[src/rtl/dlr_pkg.sv]
package dlr_pkg;
  localparam logic [7:0] A_STAT = 8'h10;
  localparam logic [7:0] A_IEN  = 8'h11;
  localparam logic [7:0] A_STRM = 8'h12;
  localparam logic [7:0] A_CTRL = 8'h13;
  localparam int unsigned SPI_FRAME_BITS = 24;

  typedef struct packed {
    logic       en;
    logic [7:0] addr;
    logic [7:0] data;
  } wr_req_t;

  function automatic logic [7:0] next_status(input logic [7:0] cur,
                                             input logic [7:0] set,
                                             input logic [7:0] clr);
    return (cur & ~clr) | set;
  endfunction

  function automatic logic [7:0] spi_byte(input logic [6:0] prior, input logic b);
    return {prior, b};
  endfunction
endpackage

[src/rtl/dlr_sync.sv]
module dlr_sync #(
  parameter int unsigned W      = 1,
  parameter int unsigned STAGES = 2,
  parameter logic [W-1:0] RST   = '0
) (
  input  logic         clk,
  input  logic         rst_n,
  input  logic [W-1:0] d,
  output logic [W-1:0] q
);
  logic [W-1:0] stg [STAGES];

  always_ff @(posedge clk or negedge rst_n) begin
    if (!rst_n) begin
      for (int i = 0; i < STAGES; i++) stg[i] <= RST;
    end else begin
      stg[0] <= d;
      for (int i = 1; i < STAGES; i++) stg[i] <= stg[i-1];
    end
  end

  assign q = stg[STAGES-1];
endmodule

[src/rtl/dlr_fifo.sv]
module dlr_fifo #(
  parameter int unsigned DEPTH = 4,
  localparam int unsigned AW   = $clog2(DEPTH),
  localparam int unsigned CW   = AW + 1
) (
  input  logic          clk,
  input  logic          rst_n,
  input  logic          push,
  input  logic [7:0]    push_data,
  input  logic          pop,
  output logic [7:0]    head,
  output logic          valid,
  output logic          full,
  output logic [CW-1:0] count
);
  localparam logic [CW-1:0] FULL_CNT = CW'(DEPTH);

  logic [7:0]    mem [DEPTH];
  logic [CW-1:0] wp, rp;
  logic          push_ok, pop_ok;

  assign count   = wp - rp;
  assign full    = (count == FULL_CNT);
  assign valid   = (count != '0);
  assign push_ok = push && !full;
  assign pop_ok  = pop && valid;
  assign head    = mem[rp[AW-1:0]];

  always_ff @(posedge clk or negedge rst_n) begin
    if (!rst_n) begin
      wp <= '0;
      rp <= '0;
      for (int i = 0; i < DEPTH; i++) mem[i] <= '0;
    end else begin
      if (push_ok) begin
        mem[wp[AW-1:0]] <= push_data;
        wp <= wp + 1'b1;
      end
      if (pop_ok) rp <= rp + 1'b1;
    end
  end
endmodule

[src/rtl/dlr_spi.sv]
module dlr_spi
  import dlr_pkg::*;
(
  input  logic       clk,
  input  logic       rst_n,
  input  logic       active,
  input  logic       sclk_rise,
  input  logic       sclk_fall,
  input  logic       mosi,
  input  logic [7:0] rd_data,
  output logic [7:0] rd_addr,
  output wr_req_t    wr_req,
  output logic       miso
);
  localparam logic [4:0] LAST_BIT  = 5'(SPI_FRAME_BITS - 1);
  localparam logic [4:0] CMD_BIT   = 5'd7;
  localparam logic [4:0] ADDR_BIT  = 5'd15;
  localparam logic [4:0] DATA_BASE = 5'd16;

  logic [4:0] bitcnt;
  logic [6:0] rx;
  logic [7:0] tx;
  logic       cmd_rd, ld_pend;
  logic       frame_open;

  assign frame_open = (bitcnt <= LAST_BIT);
  assign miso       = tx[7];

  always_ff @(posedge clk or negedge rst_n) begin
    if (!rst_n) begin
      bitcnt  <= '0;
      rx      <= '0;
      tx      <= '0;
      cmd_rd  <= 1'b0;
      ld_pend <= 1'b0;
      rd_addr <= '0;
      wr_req  <= '0;
    end else begin
      wr_req.en <= 1'b0;
      ld_pend   <= 1'b0;
      if (!active) begin
        bitcnt <= '0;
      end else begin
        if (ld_pend) tx <= rd_data;
        if (sclk_rise && frame_open) begin
          rx     <= {rx[5:0], mosi};
          bitcnt <= bitcnt + 1'b1;
          if (bitcnt == CMD_BIT) cmd_rd <= rx[6];
          if (bitcnt == ADDR_BIT) begin
            rd_addr <= spi_byte(rx, mosi);
            ld_pend <= cmd_rd;
          end
          if (bitcnt == LAST_BIT && !cmd_rd)
            wr_req <= '{en: 1'b1, addr: rd_addr, data: spi_byte(rx, mosi)};
        end
        if (sclk_fall && bitcnt > DATA_BASE) tx <= {tx[6:0], 1'b0};
      end
    end
  end
endmodule

[src/rtl/dlr_regbank.sv]
module dlr_regbank
  import dlr_pkg::*;
#(
  parameter int unsigned NREG  = 8,
  parameter int unsigned CNT_W = 3,
  localparam int unsigned IDX_W = $clog2(NREG)
) (
  input  logic             clk,
  input  logic             rst_n,
  input  wr_req_t          wr,
  input  logic [7:0]       rd_addr_a,
  input  logic [7:0]       rd_addr_b,
  input  logic [7:0]       evt_i,
  input  logic             cs_fall,
  input  logic [CNT_W-1:0] fifo_count,
  output logic [7:0]       rd_data_a,
  output logic [7:0]       rd_data_b,
  output logic             irq_n,
  output logic             asleep,
  output logic             strm_push,
  output logic [7:0]       stat_q,
  output logic [7:0]       ien_q
);
  logic [7:0]      gen_q [NREG];
  logic [NREG-1:0] hit;
  logic [7:0]      clr;

  for (genvar g = 0; g < NREG; g++) begin : g_hit
    assign hit[g] = wr.en && (wr.addr == 8'(g));
  end

  assign clr       = (wr.en && wr.addr == A_STAT) ? wr.data : 8'h00;
  assign strm_push = wr.en && (wr.addr == A_STRM);
  assign irq_n     = ~|(stat_q & ien_q);

  always_ff @(posedge clk or negedge rst_n) begin
    if (!rst_n) begin
      for (int i = 0; i < NREG; i++) gen_q[i] <= '0;
      stat_q <= '0;
      ien_q  <= '0;
      asleep <= 1'b1;
    end else begin
      for (int i = 0; i < NREG; i++) if (hit[i]) gen_q[i] <= wr.data;
      stat_q <= next_status(stat_q, evt_i, clr);
      if (wr.en && wr.addr == A_IEN) ien_q <= wr.data;
      if (wr.en && wr.addr == A_CTRL && wr.data[0]) asleep <= 1'b1;
      else if (cs_fall) asleep <= 1'b0;
    end
  end

  function automatic logic [7:0] read_reg(input logic [7:0] a);
    logic [7:0] v;
    v = 8'h00;
    if (a < 8'(NREG)) v = gen_q[a[IDX_W-1:0]];
    else begin
      case (a)
        A_STAT:  v = stat_q;
        A_IEN:   v = ien_q;
        A_STRM:  v = 8'(fifo_count);
        A_CTRL:  v = {7'b0, asleep};
        default: v = 8'h00;
      endcase
    end
    return v;
  endfunction

  assign rd_data_a = read_reg(rd_addr_a);
  assign rd_data_b = read_reg(rd_addr_b);
endmodule

[src/rtl/dual_link_regif.sv]
module dual_link_regif
  import dlr_pkg::*;
#(
  parameter int unsigned NREG        = 8,
  parameter int unsigned FIFO_DEPTH  = 4,
  parameter int unsigned SYNC_STAGES = 2,
  localparam int unsigned CNT_W      = $clog2(FIFO_DEPTH) + 1,
  localparam int unsigned PIN_W      = 11
) (
  input  logic       clk,
  input  logic       rst_n,
  input  logic       mode_serial,
  input  logic       cs_n,
  input  logic       wr_n,
  input  logic       rd_n,
  input  logic       addr_sel,
  input  logic [7:0] data_i,
  output logic [7:0] data_o,
  output logic [7:0] data_oe,
  output logic       irq_n,
  output logic       asleep,
  input  logic [7:0] evt_i,
  input  logic       stream_pop,
  output logic       stream_valid,
  output logic [7:0] stream_data
);
  logic [PIN_W-1:0] pins_s;
  logic             s_cs, s_wr, s_asel;
  logic [7:0]       s_data;
  logic             cs_p, wr_p, sclk_p;
  logic             cs_fall, par_wr_edge, sclk_rise, sclk_fall, spi_active;
  logic [7:0]       paddr;
  wr_req_t          par_req, spi_req, wr_req;
  logic [7:0]       spi_addr, rd_a, rd_b;
  logic             miso, push_w, fifo_full_w;
  logic [CNT_W-1:0] fifo_count_w;
  logic [7:0]       fifo_cnt8, stat_w, ien_w;

  dlr_sync #(.W(PIN_W), .STAGES(SYNC_STAGES), .RST({1'b1, 1'b1, 1'b0, 8'h00})) u_sync (
    .clk(clk), .rst_n(rst_n), .d({cs_n, wr_n, addr_sel, data_i}), .q(pins_s));

  assign {s_cs, s_wr, s_asel, s_data} = pins_s;

  always_ff @(posedge clk or negedge rst_n) begin
    if (!rst_n) begin
      cs_p   <= 1'b1;
      wr_p   <= 1'b1;
      sclk_p <= 1'b0;
    end else begin
      cs_p   <= s_cs;
      wr_p   <= s_wr;
      sclk_p <= s_data[2];
    end
  end

  assign cs_fall     = cs_p & ~s_cs;
  assign par_wr_edge = ~mode_serial & ~s_cs & s_wr & ~wr_p;
  assign sclk_rise   = s_data[2] & ~sclk_p;
  assign sclk_fall   = ~s_data[2] & sclk_p;
  assign spi_active  = mode_serial & ~s_cs & ~s_wr;

  always_ff @(posedge clk or negedge rst_n) begin
    if (!rst_n) begin
      paddr   <= '0;
      par_req <= '0;
    end else begin
      par_req.en <= 1'b0;
      if (par_wr_edge) begin
        if (s_asel) paddr <= s_data;
        else par_req <= '{en: 1'b1, addr: paddr, data: s_data};
      end
    end
  end

  dlr_spi u_spi (
    .clk(clk), .rst_n(rst_n), .active(spi_active),
    .sclk_rise(sclk_rise), .sclk_fall(sclk_fall), .mosi(s_data[0]),
    .rd_data(rd_b), .rd_addr(spi_addr), .wr_req(spi_req), .miso(miso));

  assign wr_req = mode_serial ? spi_req : par_req;

  dlr_regbank #(.NREG(NREG), .CNT_W(CNT_W)) u_regs (
    .clk(clk), .rst_n(rst_n), .wr(wr_req), .rd_addr_a(paddr), .rd_addr_b(spi_addr),
    .evt_i(evt_i), .cs_fall(cs_fall), .fifo_count(fifo_count_w),
    .rd_data_a(rd_a), .rd_data_b(rd_b), .irq_n(irq_n), .asleep(asleep),
    .strm_push(push_w), .stat_q(stat_w), .ien_q(ien_w));

  dlr_fifo #(.DEPTH(FIFO_DEPTH)) u_fifo (
    .clk(clk), .rst_n(rst_n), .push(push_w), .push_data(wr_req.data),
    .pop(stream_pop), .head(stream_data), .valid(stream_valid),
    .full(fifo_full_w), .count(fifo_count_w));

  assign fifo_cnt8 = 8'(fifo_count_w);

  always_comb begin
    if (mode_serial) begin
      data_oe = {6'b0, ~cs_n, 1'b0};
      data_o  = {6'b0, miso, 1'b0};
    end else begin
      data_oe = {8{~cs_n & ~rd_n}};
      data_o  = rd_a;
    end
  end
endmodule

[config.mk]
export PLATFORM = sky130hd
export DESIGN_NAME = dual_link_regif
export DESIGN_NICKNAME = d
export VERILOG_FILES = /design/src/rtl/dlr_pkg.sv /design/src/rtl/dlr_sync.sv /design/src/rtl/dlr_fifo.sv /design/src/rtl/dlr_spi.sv /design/src/rtl/dlr_regbank.sv /design/src/rtl/dual_link_regif.sv
export SDC_FILE = /design/constraint.sdc
export NUM_CORES = 1
export LEC_CHECK = 0
export BUFFER_PORTS_ARGS = -buffer_cell sky130_fd_sc_hd__buf_2
export CORE_MARGIN = 2
export CORE_UTILIZATION = 56
export DETAILED_ROUTE_END_ITERATION = 7
export PLACE_DENSITY_LB_ADDON = 0.15
export SYNTH_ARGS = -nofsm -noshare
export SYNTH_HDL_FRONTEND = slang
export SYNTH_SLANG_ARGS = --single-unit
[constraint.sdc]
create_clock -name clk -period 2.6 [get_ports clk]
set_input_delay 0.26 -clock clk [delete_from_list [all_inputs] [get_ports clk]]
set_output_delay 0.26 -clock clk [all_outputs]
set_load 0.1 [all_outputs]
==> results of run 1 <==
-- worst register-to-register path: cells and delay by family (launching register included) --
kind / cells / cell delay (ns)
buf+inv: 4 / 0.35
mux: 1 / 0.37
xor+xnor: 1 / 0.29
flops: 1 / 0.40
simple gates: 1 / 0.22
fa+ha+maj: 2 / 0.46
compound gates: 1 / 0.46
-- area by class of cell --
class | instances | area share
antenna | 1 | 0.000204
clock buffer | 32 | 0.0537
clock inverter | 6 | 0.00978
inverter | 26 | 0.00794
multi-input combinational | 422 | 0.389
sequential | 216 | 0.441
tap | 229 | 0.0233
timing repair buffer | 111 | 0.0754
-- placed cells by master (no fill, tap or decap), types with 3 or more instances in the layout --
cell type,instances
or3_1,3
o211ai_1,4
buf_4,38
nand4_4,3
buf_12,10
nor2_1,21
o22ai_4,6
xor2_1,3
inv_1,24
mux2_1,5
mux2_4,8
clkbuf_8,6
a31oi_1,8
a211o_1,3
bufinv_16,3
nand3b_1,4
mux2i_1,22
dfstp_2,7
nand2b_1,4
o21ai_0,4
clkbuf_1,4
nor3b_1,3
nand3_4,8
dfrtp_1,207
nand3_1,7
nand4_1,5
buf_2,40
a21oi_1,3
and3_1,6
a22oi_1,8
buf_6,5
xnor2_1,4
ha_1,8
dlygate4sd3_1,17
mux2_2,161
o221ai_1,3
clkbuf_16,23
nand2_1,10
mux4_2,42
or3b_2,4
-- power by group through the flow --
stage	logic [uW]	clock network (uW)	registers, uW
final	1610	3390	3680
after global routing	1710	3590	3690
after CTS	1470	3460	3670
after detailed placement	1350	0	3730
after global placement	1320	0	3720
after floorplan	897	0	3680
-- how the worst min path moves through the flow --
stage / to / depth (start not counted)
4_1_cts: u_regs.stat_q[3] / 3
2_1_floorplan: paddr[0] / 0
5_1_grt: u_regs.stat_q[3] / 3
3_5_place_dp: u_spi.tx[7] / 1
6_report: u_regs.stat_q[3] / 3
3_3_place_gp: u_spi.tx[7] / 1
-- registers in the layout, indices dropped and copies added (netlist names), 7 cells and up --
register       flops
paddr              8
par_req           17
u_fifo.mem        32
u_regs.gen_q      64
u_regs.ien_q       8
u_regs.stat_q      8
u_spi.rd_addr      8
u_spi.rx           7
u_spi.tx           8
u_spi.wr_req      17
u_sync.q          11
u_sync.stg        11
-- Yosys cell counts (3+ instances only) --
master / instances / area share
a211o_1: 3 / 0.0026
a21oi_1: 4 / 0.0019
a22oi_1: 8 / 0.0058
a31oi_1: 8 / 0.0049
and3_1: 6 / 0.0037
buf_2: 7 / 0.0034
buf_4: 7 / 0.0051
clkbuf_1: 26 / 0.0095
dfrtp_1: 209 / 0.51
dfstp_2: 7 / 0.018
ha_1: 9 / 0.011
inv_1: 26 / 0.0095
mux2_1: 6 / 0.0066
mux2_2: 168 / 0.18
mux2i_1: 24 / 0.023
mux4_2: 42 / 0.092
nand2_1: 12 / 0.0044
nand2b_1: 5 / 0.0030
nand3_1: 7 / 0.0034
nand3_4: 8 / 0.014
nand3b_1: 4 / 0.0029
nand4_1: 5 / 0.0030
nand4_2: 3 / 0.0037
nor2_1: 21 / 0.0077
nor3_1: 3 / 0.0015
nor3b_1: 3 / 0.0022
o211ai_1: 4 / 0.0029
o21ai_0: 6 / 0.0029
o221ai_1: 3 / 0.0026
o22ai_1: 5 / 0.0030
or3_1: 3 / 0.0018
or3b_2: 4 / 0.0034
xnor2_1: 4 / 0.0034
xor2_1: 3 / 0.0026
-- metrics by stage --
step / cells / setup TNS [ns]
5_1_grt: 1042 / -3.66
4_1_cts: 1036 / -0.590
2_1_floorplan: 706 / -3.21
3_5_place_dp: 976 / 0
3_3_place_gp: 976 / 0
6_report: 1043 / -0.926
-- per-layer routing --
layer / vias up / wire (um) / track usage
met4: 0 / 716 / 0.0723
met3: 43 / 1210 / 0.0379
met5: - / 0 / 0
met1: 3382 / 10500 / 0.351
li1: 2835 / - / -
met2: 154 / 12300 / 0.431
-- logic make-up after synthesis --
logic type	count (synthesis)	synth area share
DFF	216	0.526
AOI/OAI and AO/OA	60	0.0461
xor gates and xnor gates	8	0.00827
adders and majority gates	10	0.0129
buffers and inverters	68	0.0290
and+or+nand+nor	104	0.0715
muxes	240	0.306
-- timing repair --
action	4_1_cts	5_1_grt
hold buffers	17	0
pin swaps	4	8
gates resized for setup	24	27
endpoints found under the hold margin	178	0
setup endpoints to repair	9	33
buffers inserted	6	6
==> metrics.csv, run 1 <==
stage,metric,value,unit
grt,grt_usage,0.256,
drt,viasPerCell,6.15,
setup_path,cp_slowest_cell,fa_2,
clocking,ctsLongestPathBuffers,3,
power_and_ir_drop,p_per_area,707,nW/um2
run,drv_cap,0,
setup_path,cp-start-kind,register,
timing,setup_viol,28,
grt,grt_pass1_wl,38400,um
power_and_ir_drop,p_clk_frac,0.391,
placement,place_congestion,0.884,
setup_path,endpoint,data_o[1],
floorplan,core_area,18000,um2
layout,multiInputGateArea,4780,um2
clocking,cts_tree,done,
layout,syn2layout_area_growth,19.5,%
layout,fillers,1244,
floorplan,die_h,140,um
setup_path,cpLargestDelayFamily,adder cells,
layout,postLayoutCoreUtil,0.684,
timing,finClkSkew,0.0128,ns
layout,final_cell_area,12300,um2
yosys,synth_edf_count,0,
clocking,path_clk_slew,0.06,ns
placement,port_buffers,50,
worst_hold_path,holdCritPathClass,in2reg,
setup_path,crit_start,u_fifo.wp[0],
setup_path,critPathMaxStageDelay,0.50,ns
grt,grt_pass1_vias,6692,
setup_path,reg2reg_to,u_fifo.mem[22],
yosys,synth-seq-cells,216,
power_and_ir_drop,power.total,8690,uW
setup_path,path_cells,"inv_2, ha_4, inv_2, fa_2, mux2i_1, o21ai_1, a221o_1, buf_12",
clocking,cts_buffers,23,
setup_path,crit_type,reg2out,
floorplan,initial_utilization,0.573,
grt,grt_max_degree,91,
drt,avgRoutedWirePerCell,23.7,um
setup_path,crit_cells,8,
drt,drt_iter0_markers,352,
floorplan,die_w,140,um
layout,finalNetCount,834,
timing,grt_setup_unrepaired,yes,
timing,achievable-frequency,366,MHz
yosys,syn_area,10300,um2
timing,drv_slew,0,
placement,place_ws,0.142,ns
setup_path,crit_fanout,5,
timing,hold_viol_final,0,
timing,relSlewSlack,0.479,
setup_path,rr_worst_depth,10,
drt,firstDrtPassIters,4,
timing,min_period_over_period,1.05,
power_and_ir_drop,ir_worst_vdd,0.937,mV
yosys,synth_cell_type_count,68,
power_and_ir_drop,switchingPower,2340,uW
placement,placed_cell_area,11000,um2
timing,whs,0.0146,ns
setup_path,required,2.34,ns
setup_path,arrival,2.47,ns
floorplan,ios,51,
clocking,numClockSinks,216,
timing,finalCriticalPeriod,2.73,ns
power_and_ir_drop,switching_share,0.269,
clocking,cts-root-buf,clkbuf_16,
yosys,syn-num-nets,740,
worst_hold_path,worstHoldStart,evt_i[3],
drt,postRouteAntennaNets,0,
timing,worst_slack,-0.132,ns
setup_path,crit_path_frequent_cell,inv_2,
power_and_ir_drop,power_frac_comb,0.186,
timing,worstMarginPinSlew,0.781,ns
setup_path,r2r_start,u_fifo.wp[0],
yosys,yosysSeqAreaShare,0.526,
clocking,clock_latency,0.52,ns
yosys,avgSynthCellArea,14.6,um2
power_and_ir_drop,seq_power_share,0.423,
layout,drive_gt1_frac,0.482,
yosys,ys.flop_type,dfrtp_1,
drt,drt_wl_total,24700,um
run_status,status,"finished, violations left",
placement,hpwlAfterDp,16700,um
yosys,netlist_instances,706,
yosys,async_flop_share,1.00,
run_status,violations,negative setup slack,
yosys,synth-warning-count,0,
layout,regArea,5420,um2
floorplan,rows,49,
power_and_ir_drop,power_leakage,0.00569,uW
setup_path,cp-end-kind,output pin,
power_and_ir_drop,p_int,6350,uW
setup_path,reg2reg_slack,-0.07,ns
clocking,h-tree-depth,1,
grt,gr-total-overflow,0,
floorplan,die_area,19500,um2
grt,antenna_found_initial,0,
setup_path,path_buf_inv,3,
drt,drc_errors,0,
drt,vias,6414,
Power figures use the tool's default switching activity.
==> inputs of run 2 (changes only) <==
--- a/config.mk
+++ b/config.mk
@@ -6,10 +6,13 @@
 export NUM_CORES = 1
 export LEC_CHECK = 0
 export BUFFER_PORTS_ARGS = -buffer_cell sky130_fd_sc_hd__buf_2
+export CELL_PAD_IN_SITES_DETAIL_PLACEMENT = 0
+export CELL_PAD_IN_SITES_GLOBAL_PLACEMENT = 1
 export CORE_MARGIN = 2
-export CORE_UTILIZATION = 56
+export CORE_UTILIZATION = 47
 export DETAILED_ROUTE_END_ITERATION = 7
 export PLACE_DENSITY_LB_ADDON = 0.15
 export SYNTH_ARGS = -nofsm -noshare
 export SYNTH_HDL_FRONTEND = slang
+export SYNTH_HIERARCHICAL = 1
 export SYNTH_SLANG_ARGS = --single-unit
==> run 2 against run 1 <==
Effect of this change:
- clock power is 2% higher
- clock skew fell by 0.0036 ns
- combinational power increased by 37%
- setup slack got worse by 0.35 ns
- utilization fell by 10 points
- fmax fell by 11%
- the run still ends with negative setup slack left
- cell count grew 8.8%
- via count grew 3.4%
- non-clock buffer count rose by 19
==> metrics.csv, run 2 <==
stage,metric,value,unit,change
layout,mostFrequentLayoutCells,"dfrtp_1 (208), mux2_2 (169), buf_4 (41), mux4_2 (41), buf_2 (40)",,
layout,regArea,5420,um2,about the same
drt,vias,6635,,+3.4%
drt,postRouteAntennaNets,0,,unchanged
power_and_ir_drop,power_frac_comb,0.236,,+0.050
timing,achievable-frequency,324,MHz,-11%
floorplan,rows,54,,+10%
grt,grt_pass1_wl,41300,um,+7.4%
setup_path,cp-start-kind,register,,
power_and_ir_drop,switchingPower,2720,uW,+16%
timing,finClkSkew,0.00924,ns,-0.00355 ns
grt,antenna_found_initial,0,,unchanged
setup_path,arrival,2.82,ns,+0.35 ns
yosys,syn-num-nets,768,,+3.8%
clocking,path_clk_slew,0.06,ns,about the same
timing,min_period_over_period,1.19,,+0.135
setup_path,cpLargestDelayFamily,adder cells,,
power_and_ir_drop,seq_power_share,0.395,,-0.028
layout,multiInputGateArea,4800,um2,+0.45%
layout,final_cell_area,12700,um2,+3.5%
clocking,h-tree-depth,1,,unchanged
clocking,cts_buffers,25,,+8.7%
floorplan,die_w,154,um,+10%
worst_hold_path,holdCritPathClass,in2reg,,
timing,worst_slack,-0.484,ns,-0.352 ns
timing,drv_slew,0,,unchanged
setup_path,path_cells,"ha_4, fa_2, xnor3_4, inv_4, mux2_4, a221oi_2, o31ai_2, nor2b_4, buf_12",,
grt,grt_max_degree,95,,+4.4%
floorplan,ios,51,,unchanged
setup_path,path_buf_inv,2,,-1
drt,firstDrtPassIters,5,,+1
drt,drt_iter0_markers,342,,-2.8%
layout,antenna_cells,0,,-1
timing,worstMarginPinSlew,0.681,ns,-0.100 ns
drt,drc_errors,0,,unchanged
layout,drive_gt1_frac,0.505,,+0.0231
yosys,netlist_instances,734,,+4.0%
drt,wl_met2,12800,um,+3.7%
clocking,cts_tree,done,,
timing,tns,-1.20,ns,-0.271 ns
timing,setup_viol,5,,-82%
timing,grt_setup_unrepaired,yes,,
setup_path,required,2.34,ns,about the same
setup_path,cp_slowest_cell,dfrtp_1,,
run_status,status,"finished, violations left",,
yosys,syn_area,10600,um2,+2.8%
placement,placed_cell_area,11400,um2,+3.4%
layout,fillers,1684,,+35%
power_and_ir_drop,p_int,6630,uW,+4.5%
power_and_ir_drop,p_clk_frac,0.369,,-0.022
timing,relSlewSlack,0.544,,+0.0647
run_status,violations,negative setup slack,,
clocking,numClockSinks,216,,unchanged
setup_path,crit_type,reg2out,,
power_and_ir_drop,power_leakage,0.00586,uW,+3.0%
timing,hold_viol_final,0,,unchanged
setup_path,crit_fanout,2,,-3
grt,grt_pass1_vias,7188,,+7.4%
power_and_ir_drop,p_per_area,735,nW/um2,+4.0%
drt,wl_met3,1340,um,+10%
setup_path,critPathMaxStageDelay,0.41,ns,-0.09 ns
grt,gr-total-overflow,0,,unchanged
placement,port_buffers,50,,unchanged
floorplan,die_area,23700,um2,+22%
layout,syn2layout_area_growth,20.3,%,
yosys,synth-warning-count,6,,+6
power_and_ir_drop,switching_share,0.291,,+0.0216
setup_path,cp-end-kind,output pin,,
layout,finalNetCount,870,,+4.3%
placement,place_congestion,0.890,,+0.66%
power_and_ir_drop,power.total,9350,uW,+7.6%
placement,hpwlAfterDp,18100,um,+8.3%
timing,finalCriticalPeriod,3.08,ns,+0.352 ns
drt,avgRoutedWirePerCell,22.9,um,-3.2%
grt,grt_usage,0.226,,-0.0298
clocking,clock_latency,0.53,ns,about the same
floorplan,die_h,154,um,+10%
layout,largest-register,u_regs/gen_q,,
run,drv_cap,0,,unchanged
clocking,cts-root-buf,clkbuf_16,,
placement,place_ws,0.0840,ns,-0.0585 ns
drt,viasPerCell,5.85,,-4.9%
drt,drt_wl_total,26000,um,+5.4%
floorplan,initial_utilization,0.481,,-0.0911
layout,largest_reg_flops,64,,unchanged
clocking,ctsLongestPathBuffers,3,,unchanged
yosys,avgSynthCellArea,14.4,um2,-1.1%
drt,wl_met1,11100,um,+6.2%
floorplan,core_area,22000,um2,+22%
drt,top_layer_used,met4,,
layout,biggestRegsByFlops,"u_regs/gen_q x64, u_fifo/mem x32",,
layout,final_common_cell,dfrtp_1,,
power_and_ir_drop,ir_worst_vdd,0.625,mV,-33%
## run 2: power groups by stage
stage	Sequential, uW	Clock (uW)	Combinational, uW
after floorplan	3680	0	1200
after global placement	3740	0	1710
after detailed placement	3750	0	1730
after CTS	3690	3550	1980
after global routing	3720	3700	2350
final	3690	3450	2210
## run 2: repair_timing
action                     CTS  global route
pin swaps                    6            11
hold buffers                20             0
buffers inserted            15             7
setup endpoints to repair    9            10
cloned                       0             1
hold endpoints to repair   230             0
resized for setup            9            23
## run 2: metrics by stage
stage / util / cells / hold slack [ns]
2_1_floorplan: - / 734 / -0.0356
3_3_place_gp: 0.519 / 1047 / 0.114
3_5_place_dp: 0.519 / 1047 / 0.114
4_1_cts: 0.573 / 1128 / 0.0801
5_1_grt: 0.579 / 1135 / 0.106
6_report: 0.579 / 1135 / 0.103
## run 2: worst paths after layout
check                               start                to  slack [ns]  depth (start not counted)
max                          u_fifo/rp[0]         data_o[2]       -0.48                          9
min                            stream_pop      u_fifo/rp[2]        0.10                          3
max reg2reg                  u_fifo/rp[0]       u_spi/tx[2]       -0.27                         15
min reg2reg                u_sync/stg[11]       u_sync/q[0]        0.35                          0
max in group asynchronous           rst_n  u_regs/gen_q[54]        1.69                          3
min in group asynchronous           rst_n     u_spi/ld_pend        0.14                          2
## run 2: cell type report
| class | count | share of cell area |
|---|---|---|
| inverters | 36 | 0.0110 |
| well taps | 280 | 0.0275 |
| repair buffers | 130 | 0.0939 |
| clock buffers | 37 | 0.0574 |
| multi-input cells | 427 | 0.377 |
| clock inverters | 9 | 0.00718 |
| flip-flops and latches | 216 | 0.426 |
## run 2: worst min-delay path, delay by kind of cell
| family | cells | cell delay, ns |
|---|---|---|
| simple gates | 1 | 0.10 |
| buf+inv | 1 | 0.10 |
| compound gates | 1 | 0.14 |
## run 2: per-layer routing
metal | track usage | vias up
li1 | - | 2939
met4 | 0.0774 | 0
met3 | 0.0411 | 54
met1 | 0.303 | 3476
met2 | 0.374 | 166
met5 | 0 | -
